## src/rtl/gpio_irq_pkg.sv

```systemverilog
`timescale 1ns/1ps
package gpio_irq_pkg;

    localparam int unsigned REG_ADDR_W = 12;
    localparam int unsigned BANK_W     = 32;
    localparam int unsigned NUM_KINDS  = 8;

    typedef enum logic [3:0] {
        SEL_NONE,
        SEL_RISE,
        SEL_FALL,
        SEL_IMASK,
        SEL_ISTAT,
        SEL_LTYPE,
        SEL_LPOL,
        SEL_WMASK,
        SEL_WSTAT
    } reg_sel_e;

    // Base byte offsets of each register bank, bank stride 4 bytes.
    localparam logic [REG_ADDR_W-1:0] KIND_BASE [NUM_KINDS] = '{
        12'h064, 12'h07c, 12'h0ac, 12'h0c4,
        12'h300, 12'h318, 12'h400, 12'h418
    };

    localparam reg_sel_e KIND_SEL [NUM_KINDS] = '{
        SEL_RISE, SEL_FALL, SEL_IMASK, SEL_ISTAT,
        SEL_LTYPE, SEL_LPOL, SEL_WMASK, SEL_WSTAT
    };

endpackage

```

## src/rtl/gpio_irq_decode.sv

```systemverilog
`timescale 1ns/1ps
module gpio_irq_decode
    import gpio_irq_pkg::*;
#(
    parameter int unsigned NUM_BANKS = 2,
    parameter int unsigned BIDX_W    = 1
) (
    input  logic [REG_ADDR_W-1:0] addr_i,
    output reg_sel_e              sel_o,
    output logic [BIDX_W-1:0]     bank_o
);

    // Window covered by one register kind across all banks.
    localparam logic [REG_ADDR_W:0] WIN = (REG_ADDR_W+1)'(4 * NUM_BANKS);

    always_comb begin
        sel_o  = SEL_NONE;
        bank_o = '0;
        for (int k = 0; k < NUM_KINDS; k++) begin
            if (addr_i[1:0] == 2'b00 &&
                addr_i >= KIND_BASE[k] &&
                {1'b0, addr_i} < ({1'b0, KIND_BASE[k]} + WIN)) begin
                sel_o  = KIND_SEL[k];
                bank_o = BIDX_W'((addr_i - KIND_BASE[k]) >> 2);
            end
        end
    end

endmodule

```

## src/rtl/gpio_irq_detect.sv

```systemverilog
`timescale 1ns/1ps
module gpio_irq_detect #(
    parameter int unsigned WIDTH = 32
) (
    input  logic             clk_i,
    input  logic             rst_ni,
    input  logic [WIDTH-1:0] pin_i,
    input  logic [WIDTH-1:0] rise_en_i,
    input  logic [WIDTH-1:0] fall_en_i,
    input  logic [WIDTH-1:0] ltype_i,
    input  logic [WIDTH-1:0] lpol_i,
    output logic [WIDTH-1:0] evt_o
);

    logic [WIDTH-1:0] prev_q;
    logic [WIDTH-1:0] went_up;
    logic [WIDTH-1:0] went_down;
    logic [WIDTH-1:0] edge_hit;
    logic [WIDTH-1:0] level_hit;

    always_ff @(posedge clk_i or negedge rst_ni) begin
        if (!rst_ni) begin
            prev_q <= '0;
        end else begin
            prev_q <= pin_i;
        end
    end

    always_comb begin
        went_up   = pin_i & ~prev_q;
        went_down = ~pin_i & prev_q;
        edge_hit  = (went_up & rise_en_i) | (went_down & fall_en_i);
        level_hit = pin_i ^ lpol_i;
        evt_o     = (ltype_i & level_hit) | (~ltype_i & edge_hit);
    end

endmodule

```

## src/rtl/gpio_irq_bank.sv

```systemverilog
`timescale 1ns/1ps
module gpio_irq_bank
    import gpio_irq_pkg::*;
#(
    parameter int unsigned BANK_IDX = 0,
    parameter int unsigned NUM_PINS = 64
) (
    input  logic              clk_i,
    input  logic              rst_ni,
    input  logic [BANK_W-1:0] pin_i,
    input  logic              wr_i,
    input  reg_sel_e          sel_i,
    input  logic [BANK_W-1:0] wdata_i,
    output logic [BANK_W-1:0] rise_o,
    output logic [BANK_W-1:0] fall_o,
    output logic [BANK_W-1:0] imask_o,
    output logic [BANK_W-1:0] istat_o,
    output logic [BANK_W-1:0] wmask_o,
    output logic [BANK_W-1:0] wstat_o,
    output logic [BANK_W-1:0] evt_o,
    output logic [BANK_W-1:0] iclr_o,
    output logic [BANK_W-1:0] wclr_o,
    output logic [BANK_W-1:0] rdata_o
);

    localparam int unsigned LO_PIN = BANK_IDX * BANK_W;
    localparam int unsigned USED   = (NUM_PINS - LO_PIN >= BANK_W) ? BANK_W : (NUM_PINS - LO_PIN);
    localparam logic [BANK_W-1:0] VALID =
        (USED == BANK_W) ? {BANK_W{1'b1}} : BANK_W'((64'd1 << USED) - 64'd1);

    logic [BANK_W-1:0] rise_q, fall_q, imask_q, istat_q;
    logic [BANK_W-1:0] ltype_q, lpol_q, wmask_q, wstat_q;
    logic [BANK_W-1:0] wd;
    logic [BANK_W-1:0] evt;
    logic [BANK_W-1:0] iclr, wclr;

    assign wd = wdata_i & VALID;

    gpio_irq_detect #(.WIDTH(BANK_W)) det_i (
        .clk_i     (clk_i),
        .rst_ni    (rst_ni),
        .pin_i     (pin_i & VALID),
        .rise_en_i (rise_q),
        .fall_en_i (fall_q),
        .ltype_i   (ltype_q),
        .lpol_i    (lpol_q),
        .evt_o     (evt)
    );

    always_comb begin
        iclr = (wr_i && sel_i == SEL_ISTAT) ? wd : '0;
        wclr = (wr_i && sel_i == SEL_WSTAT) ? wd : '0;
    end

    always_ff @(posedge clk_i or negedge rst_ni) begin
        if (!rst_ni) begin
            rise_q  <= '0;
            fall_q  <= '0;
            imask_q <= '0;
            ltype_q <= '0;
            lpol_q  <= '0;
            wmask_q <= '0;
        end else if (wr_i) begin
            case (sel_i)
                SEL_RISE:  rise_q  <= wd;
                SEL_FALL:  fall_q  <= wd;
                SEL_IMASK: imask_q <= wd;
                SEL_LTYPE: ltype_q <= wd;
                SEL_LPOL:  lpol_q  <= wd;
                SEL_WMASK: wmask_q <= wd;
                default:   ;
            endcase
        end
    end

    // Sticky status: a new event outranks a clear of the same bit.
    always_ff @(posedge clk_i or negedge rst_ni) begin
        if (!rst_ni) begin
            istat_q <= '0;
            wstat_q <= '0;
        end else begin
            istat_q <= (istat_q & ~iclr) | evt;
            wstat_q <= (wstat_q & ~wclr) | (evt & wmask_q);
        end
    end

    always_comb begin
        case (sel_i)
            SEL_RISE:  rdata_o = rise_q;
            SEL_FALL:  rdata_o = fall_q;
            SEL_IMASK: rdata_o = imask_q;
            SEL_ISTAT: rdata_o = istat_q;
            SEL_LTYPE: rdata_o = ltype_q;
            SEL_LPOL:  rdata_o = lpol_q;
            SEL_WMASK: rdata_o = wmask_q;
            SEL_WSTAT: rdata_o = wstat_q;
            default:   rdata_o = '0;
        endcase
    end

    assign rise_o  = rise_q;
    assign fall_o  = fall_q;
    assign imask_o = imask_q;
    assign istat_o = istat_q;
    assign wmask_o = wmask_q;
    assign wstat_o = wstat_q;
    assign evt_o   = evt;
    assign iclr_o  = iclr;
    assign wclr_o  = wclr;

endmodule

```

## src/rtl/gpio_irq_unit.sv

```systemverilog
`timescale 1ns/1ps
module gpio_irq_unit
    import gpio_irq_pkg::*;
#(
    parameter int unsigned NUM_PINS = 64
) (
    input  logic                  clk_i,
    input  logic                  rst_ni,
    input  logic [NUM_PINS-1:0]   pin_level_i,
    input  logic                  reg_wr_i,
    input  logic [REG_ADDR_W-1:0] reg_addr_i,
    input  logic [BANK_W-1:0]     reg_wdata_i,
    output logic [BANK_W-1:0]     reg_rdata_o,
    output logic                  irq_o,
    output logic                  wake_o
);

    localparam int unsigned NUM_BANKS = (NUM_PINS + BANK_W - 1) / BANK_W;
    localparam int unsigned NPAD      = NUM_BANKS * BANK_W;
    localparam int unsigned BIDX_W    = (NUM_BANKS > 1) ? $clog2(NUM_BANKS) : 1;

    reg_sel_e          sel;
    logic [BIDX_W-1:0] bank_idx;
    logic [NPAD-1:0]   pin_pad;

    logic [BANK_W-1:0] bank_rdata [NUM_BANKS];
    logic [NPAD-1:0]   rise_all, fall_all, imask_all, istat_all;
    logic [NPAD-1:0]   wmask_all, wstat_all, evt_all, iclr_all, wclr_all;

    assign pin_pad = NPAD'(pin_level_i);

    gpio_irq_decode #(
        .NUM_BANKS (NUM_BANKS),
        .BIDX_W    (BIDX_W)
    ) dec_i (
        .addr_i (reg_addr_i),
        .sel_o  (sel),
        .bank_o (bank_idx)
    );

    for (genvar b = 0; b < NUM_BANKS; b++) begin : g_bank
        logic bank_wr;
        assign bank_wr = reg_wr_i && (sel != SEL_NONE) && (bank_idx == BIDX_W'(b));

        gpio_irq_bank #(
            .BANK_IDX (b),
            .NUM_PINS (NUM_PINS)
        ) bank_i (
            .clk_i   (clk_i),
            .rst_ni  (rst_ni),
            .pin_i   (pin_pad[b*BANK_W +: BANK_W]),
            .wr_i    (bank_wr),
            .sel_i   (sel),
            .wdata_i (reg_wdata_i),
            .rise_o  (rise_all[b*BANK_W +: BANK_W]),
            .fall_o  (fall_all[b*BANK_W +: BANK_W]),
            .imask_o (imask_all[b*BANK_W +: BANK_W]),
            .istat_o (istat_all[b*BANK_W +: BANK_W]),
            .wmask_o (wmask_all[b*BANK_W +: BANK_W]),
            .wstat_o (wstat_all[b*BANK_W +: BANK_W]),
            .evt_o   (evt_all[b*BANK_W +: BANK_W]),
            .iclr_o  (iclr_all[b*BANK_W +: BANK_W]),
            .wclr_o  (wclr_all[b*BANK_W +: BANK_W]),
            .rdata_o (bank_rdata[b])
        );
    end

    assign reg_rdata_o = (sel == SEL_NONE) ? '0 : bank_rdata[bank_idx];
    assign irq_o       = |(istat_all & imask_all);
    assign wake_o      = |wstat_all;

endmodule

```

## config.mk

```make
export PLATFORM = sky130hd
export DESIGN_NAME = gpio_irq_unit
export DESIGN_NICKNAME = d
export VERILOG_FILES = /design/src/rtl/gpio_irq_pkg.sv /design/src/rtl/gpio_irq_decode.sv /design/src/rtl/gpio_irq_detect.sv /design/src/rtl/gpio_irq_bank.sv /design/src/rtl/gpio_irq_unit.sv
export SDC_FILE = /design/constraint.sdc
export NUM_CORES = 1
export LEC_CHECK = 0
export BUFFER_PORTS_ARGS = -buffer_cell sky130_fd_sc_hd__buf_2
export CAP_MARGIN = 15
export CORE_ASPECT_RATIO = 0.6
export CORE_UTILIZATION = 45
export DETAILED_ROUTE_END_ITERATION = 10
export GPL_TIMING_DRIVEN = 0
export PLACE_DENSITY = 0.64
export SLEW_MARGIN = 20
export SYNTH_ARGS = -nofsm -noshare
export SYNTH_HDL_FRONTEND = slang
export SYNTH_SLANG_ARGS = --single-unit
```

## constraint.sdc

```tcl
create_clock -name clk_i -period 2.45 [get_ports clk_i]
set_input_delay 0.1225 -clock clk_i [delete_from_list [all_inputs] [get_ports clk_i]]
set_output_delay 0.1225 -clock clk_i [all_outputs]
set_load 0.1 [all_outputs]
```

==> results of run 1 <==
-- layout by cell type, fill, tap and decap left out, drive strengths merged, types with 41 or more instances in the layout --
master       instances
dlygate4sd3         97
mux2               384
o21ai              346
nor2b               64
a22oi              169
inv                 66
a21oi               45
o31ai               64
nand2              309
a22o                54
o22ai               61
buf                280
clkbuf             210
a221oi              41
dfrtp              576
-- logic make-up after synthesis --
| logic type | count (synthesis) |
|---|---|
| AOI/OAI and AO/OA | 855 |
| DFF | 576 |
| and+or+nand+nor | 484 |
| muxes | 384 |
| buffers and inverters | 258 |
| xor gates and xnor gates | 6 |
-- layer usage --
layer | wire length (um) | track usage [%] | part of all wire (%)
met5 | 400 | 2.38 | 0.30
met4 | 7180 | 19.6 | 5.4
met3 | 23500 | 23.2 | 18
met2 | 50200 | 52.7 | 38
met1 | 52100 | 57.0 | 39
-- per-stage QoR --
stage / worst slack [ns] / cells / cell area [um^2] / utilization, %
after floorplan: -0.213 / 2563 / 28500 / -
after global placement: -10.72 / 3535 / 30300 / 49.6
after detailed placement: -2.13 / 3543 / 30500 / 50.0
after CTS: -0.367 / 3779 / 35900 / 58.8
after global routing: -0.308 / 3801 / 36700 / 60.1
final: -0.396 / 3807 / 36700 / 60.2
-- repair_timing --
action                                  CTS  global route
endpoints found under the setup margin  376           289
pin swaps                                30            35
buffers inserted                         31            21
gates resized for setup                 475           172
cloned                                   10             4
hold buffers                             97             0
endpoints found under the hold margin   334             0
-- worst reg2reg max path: stages, from the launching register on --
cell and delay, ns:
dfrtp_1 0.43, nand2_1 0.11, o21ai_0 0.11, o21ai_0 0.50, o21ai_0 0.16
-- state kept, by name, indices dropped and copies added (netlist names) --
signal,flops
g_bank.bank_i.ltype_q,64
g_bank.bank_i.istat_o,64
g_bank.bank_i.wstat_o,64
g_bank.bank_i.wmask_o,64
g_bank.bank_i.det_i.prev_q,64
g_bank.bank_i.imask_o,64
g_bank.bank_i.rise_o,64
g_bank.bank_i.lpol_q,64
g_bank.bank_i.fall_o,64
-- where the power goes --
part | leakage (uW) | internal [uW] | switching [uW] | total [uW]
Clock | 0.000924 | 5070 | 4080 | 9150
Sequential | 0.00742 | 9640 | 179 | 9820
Combinational | 0.00715 | 515 | 1020 | 1530
-- area by class of cell --
cell class                 instances  area [um^2]  area share [%]
inverter                          66          248           0.674
clock inverter                    14          156           0.426
timing repair buffer             312         3200            8.71
antenna                            6         15.0          0.0409
multi-input combinational       1730        14200            38.7
sequential                       576        14400            39.3
clock buffer                      85         1700            4.63
buffer                           190         1740            4.74
tap                              828         1040            2.82
-- final timing paths --
check                                                     to  cells after the start
setup / recovery                                       irq_o                      5
setup reg to reg                g_bank[0].bank_i.wstat_o[19]                      4
min in group clk_i                g_bank[1].bank_i.lpol_q[0]                      5
max in group asynchronous         g_bank[0].bank_i.fall_o[8]                      5
hold / removal             g_bank[0].bank_i.det_i.prev_q[23]                      2
hold reg to reg                 g_bank[0].bank_i.wmask_o[23]                      1
==> results.py, run 1 <==
metrics = {
    "status": {
        "status": "finished, violations left",
        "violations": "DRC, setup timing",
    },
    "logic_synthesis": {
        "ys_warn_count": 0,
        "avgSynthCellArea_um2": 10.9,
        "synth_xor_area_share_pct": 0.189,
        "synth_top_area_share_pct": 51.7,
        "yosysMostFrequentCell": "dfrtp_1",
        "yosys-top-cells-area": "dfrtp_1 (52%), mux2_1 (8.3%), o21ai_0 (6.1%), mux2_2 (4.8%), a22oi_1 (4.6%)",
        "syn_area_um2": 27900,
        "ys.flop_type": "dfrtp_1",
        "synth-edff-count": 0,
        "synth_cells": 2563,
        "synth_top_family_by_area": "compound AO/OA/AOI/OAI gates",
        "synth_compound_area_share_pct": 19.9,
        "yosys.area.top_type": "dfrtp_1",
        "synth_nets": 2674,
        "synthSimpleGateAreaFrac_pct": 7.97,
        "synth-seq-area-share_pct": 51.7,
        "synth_cell_types": 56,
        "synth_common_cells": "dfrtp_1 (576), o21ai_0 (338), nand2_1 (308)",
        "synth_mux_area_share_pct": 16.3,
        "synthArstFlopShare_pct": 100,
        "ys_seq_elements": 576,
        "yosys.area_share.adder_pct": 0,
    },
    "worst_setup_path": {
        "critPathKind": "flop to output port",
        "rrSetupSlack_ns": 0.99,
        "crit_chain": "a22o_4 > a221oi_4 > nand4_1 > or4_4 > buf_12",
        "start_kind": "flop",
        "cp.arrival_ns": 2.72,
        "cp_top_family": "simple AND/OR/NAND/NOR gates",
        "crit_path_start": "g_bank[0].bank_i.istat_o[23]",
        "slowest_delay_ns": 0.51,
        "regToRegStartpoint": "g_bank[0].bank_i.ltype_q[19]",
        "crit_buf_inv": 1,
        "end_kind": "output port",
        "crit_path_top_delay_cell": "dfrtp_2",
        "worstPathRequired_ns": 2.33,
        "worstPathMaxFanout": 3,
    },
    "sta": {
        "drv_slew": 0,
        "setup_ws_ns": -0.396,
        "setup_viol": 69,
        "fmax_ghz": 0.351,
        "tns_ns": -7.41,
        "finalCritPeriodShare_pct": 116,
        "fin_worst_hold_slack_ns": 0.0359,
        "rsz0062_at_grt": "yes",
        "tightestPinTransition_ns": 1.14,
        "max-slew-margin-rel_pct": 24.3,
        "period_minus_slack_ns": 2.85,
        "finalHoldViolCount": 0,
        "fin_worst_skew_ns": 0.0128,
    },
    "routing": {
        "first_pass_iters": 11,
        "ant_nets": 0,
        "wl_mm": 133,
        "wl_per_cell_um": 35.0,
        "route.detailed.drc": 1,
        "via_per_inst": 6.87,
        "drt_iter0_drc": 3999,
        "vias": 26200,
    },
    "clocking": {
        "clock_path_buffers": 3,
        "path_clk_slew_ns": 0.07,
        "cts_root_buf": "clkbuf_16",
        "clock-sinks": 576,
        "ctsHtreeMaxLevel": 2,
        "cts_tree": "yes",
        "cts_buffers": 55,
        "clock_latency_ns": 0.66,
    },
    "placed_design": {
        "hpwl_mm": 89.6,
        "portBuffers": 144,
        "gp_congestion": 1.06,
    },
    "finish": {
        "fillCellCount": 4892,
        "drive_gt1_share_pct": 27.2,
        "final_nets": 3042,
        "syn_to_final_growth_pct": 31.8,
    },
    "floorplanning": {
        "num_io_pins": 145,
        "core_region_area_um2": 61000,
        "die_x_um": 323,
        "rows": 70,
        "start_util_pct": 45.7,
        "die_h_um": 195,
        "fp.dieArea_um2": 63000,
    },
    "global_route": {
        "grt_max_degree": 102,
        "antenna_found_initial": 7,
        "gr-total-overflow": 0,
        "grt_pass1_wl_mm": 184,
        "track_usage_pct": 41.9,
        "grt_pass1_vias": 25000,
    },
    "pwr": {
        "p_leak_uw": 0.0155,
        "ir_drop_uv": 498,
        "p_total_uw": 20500,
        "cellPowerDensity_nw_per_um2": 558,
    },
    "hold_path": {
        "hold_class": "primary input to asynchronous set/reset pin",
    },
    "job": {
        "drv_cap": 0,
    },
}
Note: power is estimated with default switching activity, not from simulation.
==> run 2, diff against run 1 <==
--- a/config.mk
+++ b/config.mk
@@ -15,4 +15,5 @@
 export SLEW_MARGIN = 20
 export SYNTH_ARGS = -nofsm -noshare
 export SYNTH_HDL_FRONTEND = slang
+export SYNTH_HIERARCHICAL = 1
 export SYNTH_SLANG_ARGS = --single-unit
==> run 2 against run 1 <==
Against the previous run: the flow finishes with violations (setup timing); critical path type is now primary input to output port; die area increased by 12%; core utilization increased by 0.96 points; non-clock buffer count increased by 62; highest routed layer unchanged; critical endpoint is now reg_rdata_o[5]; sequential power decreased by 2.3%; maximum frequency decreased by 11%.
==> results.py, run 2 <==
metrics = {
    "logic_synthesis": {
        "synth_nets": 3005,
        "synth-edff-count": 0,
        "yosys.area_share.adder_pct": 0,
        "yosys.area.top_type": "dfrtp_1",
        "synth-seq-area-share_pct": 45.9,
        "synthSimpleGateAreaFrac_pct": 22.1,
        "ys.flop_type": "dfrtp_1",
        "synth_cell_types": 55,
        "ys_warn_count": 6,
        "synthArstFlopShare_pct": 100,
        "syn_area_um2": 31400,
        "ys_seq_elements": 576,
        "synth_compound_area_share_pct": 9.85,
        "synth_xor_area_share_pct": 0.0279,
        "yosys-top-cells-area": "dfrtp_1 (46%), mux2_2 (11%), nand3b_1 (11%), a21oi_1 (4.1%), mux2i_1 (3.1%)",
        "yosysMostFrequentCell": "dfrtp_1",
        "synth_top_family_by_area": "simple AND/OR/NAND/NOR gates",
        "synth_top_area_share_pct": 45.9,
        "avgSynthCellArea_um2": 10.8,
        "synth_cells": 2894,
        "synth_mux_area_share_pct": 17.0,
        "synth_common_cells": "dfrtp_1 (576), nand3b_1 (451), mux2_2 (316)",
    },
    "clocking": {
        "clock-sinks": 576,
        "cts_tree": "yes",
        "path_clk_slew_ns": 0.07,
        "ctsHtreeMaxLevel": 2,
        "cts_buffers": 58,
        "clock_latency_ns": 0.65,
        "clock_path_buffers": 3,
        "cts_root_buf": "clkbuf_16",
    },
    "worst_setup_path": {
        "critPathKind": "primary input to output port",
        "crit_chain": "buf_12 > buf_4 > o41ai_2 > o211a_1 > o21bai_4 > buf_12 > buf_12 > buf_8 > buf_2 > nand3b_1 > a21oi_1 > or4_4 > mux2i_4 > nor2_4 > buf_12",
        "rrSetupSlack_ns": 0.64,
        "worstPathMaxFanout": 10,
        "end_kind": "output port",
        "cp.arrival_ns": 3.08,
        "start_kind": "primary input",
        "crit_path_top_delay_cell": "o41ai_2",
        "regToRegStartpoint": "g_bank[1].bank_i/ltype_q[11]",
        "worstPathRequired_ns": 2.33,
        "r2r-end": "g_bank[1].bank_i/istat_o[11]",
        "slowest_delay_ns": 0.43,
        "r2r_cells": 3,
        "cp_common_cell": "buf_12",
    },
    "floorplanning": {
        "rows": 74,
        "start_util_pct": 45.8,
        "core_region_area_um2": 68500,
        "num_io_pins": 145,
        "die_h_um": 207,
        "fp.dieArea_um2": 70800,
        "die_x_um": 343,
    },
    "routing": {
        "wl_per_cell_um": 30.1,
        "wl_mm": 129,
        "via_per_inst": 6.34,
        "drt_iter0_drc": 3501,
        "ant_nets": 0,
        "first_pass_iters": 6,
        "route.detailed.drc": 0,
        "vias": 27100,
    },
    "pwr": {
        "cellPowerDensity_nw_per_um2": 499,
        "ir_drop_uv": 495,
        "p_leak_uw": 0.0183,
    },
    "finish": {
        "layout_common_cells": "dfrtp_1 (567), nand3b_1 (451), mux2_2 (250), a21oi_1 (180), inv_1 (129)",
        "fillCellCount": 5423,
        "final_common_cell": "dfrtp_1",
        "final_nets": 3429,
        "syn_to_final_growth_pct": 33.5,
        "drive_gt1_share_pct": 35.6,
        "stdcell_area_um2": 41900,
    },
    "sta": {
        "drv_slew": 0,
        "fin_worst_skew_ns": 0.0214,
        "max-slew-margin-rel_pct": 44.3,
        "setup_viol": 434,
        "finalCritPeriodShare_pct": 131,
        "tightestPinTransition_ns": 0.835,
        "rsz0062_at_grt": "yes",
        "fmax_ghz": 0.313,
        "period_minus_slack_ns": 3.20,
        "finalHoldViolCount": 0,
        "setup_ws_ns": -0.749,
    },
    "global_route": {
        "track_usage_pct": 35.8,
        "grt_max_degree": 94,
        "grt_pass1_wl_mm": 184,
        "gr-total-overflow": 0,
        "antenna_found_initial": 4,
        "grt_pass1_vias": 25900,
    },
    "job": {
        "drv_cap": 0,
    },
    "placed_design": {
        "hpwl_mm": 89.9,
        "dp_slack_ns": -1.70,
        "gp_congestion": 0.975,
        "portBuffers": 141,
        "placedInstanceArea_um2": 33800,
    },
    "hold_path": {
        "hold_end": "g_bank[1].bank_i/ltype_q[31]",
        "hold_class": "primary input to flop",
        "hp-start": "reg_wdata_i[31]",
        "min_path_cells": 2,
    },
    "status": {
        "status": "finished, violations left",
        "violations": "setup timing",
    },
}
[run 2: cell types whose count changed after synthesis, sizes merged, moves of 67 or more]
cell    delta
nand3b   +449
a22oi    -169
o21ai    -282
nand2    -240
nor2      +67
buf       +74
a21oi    +214
mux2i     +97
and3     +127
[run 2: cell families after synthesis]
group | after synthesis
multiplexers | 481
flip-flops | 576
AND/OR/NAND/NOR | 1013
AO/OA/AOI/OAI | 494
XOR/XNOR | 1
buffers and inverters | 329
[run 2: report_power, final]
part	switching (uW)	internal, uW
logic	705	332
registers	30.3	9560
clock network	4080	6170
total	4820	16100
[run 2: area by class of cell]
| type | count | area [um^2] | share of cell area, % |
|---|---|---|---|
| Antenna cell | 3 | 7.51 | 0.0179 |
| Buffer | 193 | 2060 | 4.93 |
| Clock buffer | 82 | 1740 | 4.14 |
| Clock inverter | 24 | 429 | 1.02 |
| Inverter | 129 | 484 | 1.16 |
| Multi-Input combinational cell | 1989 | 17300 | 41.4 |
| Sequential cell | 576 | 14400 | 34.4 |
| Tap cell | 912 | 1140 | 2.72 |
| Timing Repair Buffer | 371 | 4250 | 10.2 |
[run 2: per-layer routing]
metal,GRT usage [%],up-vias,share of wire [%]
li1,-,11500,-
met1,53.9,13900,44
met2,50.8,1563,41
met3,10.9,187,13
met4,6.14,2,2.1
met5,0,-,0.0078
[run 2: what timing repair did]
action	4_1_cts	5_1_grt
gates cloned	25	9
hold buffers	67	0
resized for setup	667	201
setup endpoints to repair	470	461
setup buffers	94	32
pin swaps	55	56
hold endpoints to repair	249	0
[run 2: worst max-delay path by stage]
stage	from	endpoint	slack [ns]	depth (start not counted)
6_report	reg_addr_i[6]	reg_rdata_o[5]	-0.75	15
5_1_grt	reg_addr_i[6]	reg_rdata_o[5]	-0.79	15
4_1_cts	reg_addr_i[9]	reg_rdata_o[12]	-0.68	16
3_5_place_dp	reg_addr_i[9]	reg_rdata_o[12]	-1.70	14
3_3_place_gp	rst_ni	g_bank[0].bank_i/lpol_q[20]	-10.72	1
2_1_floorplan	reg_addr_i[9]	reg_rdata_o[10]	-0.31	12
[run 2: critical path, delay by kind of cell]
kind	cells	cell delay [ns]
buffers and inverters	7	1.21
AOI/OAI and AO/OA	4	1.03
and+or+nand+nor	3	0.62
muxes	1	0.07
[run 2: stage by stage]
step / setup TNS [ns] / util, % / std cells / hold slack (ns) / total power (uW)
floorplan: -60.40 / - / 2894 / -0.173 / 9940
global placement: -6948.41 / 49.0 / 3947 / 0.257 / 10500
detailed placement: -509.83 / 49.3 / 3954 / 0.212 / 10600
CTS: -33.65 / 59.5 / 4241 / 0.00475 / 20900
global route: -122.16 / 61.1 / 4277 / 0.0627 / 21400
finish: -95.20 / 61.1 / 4279 / 0.0795 / 20900
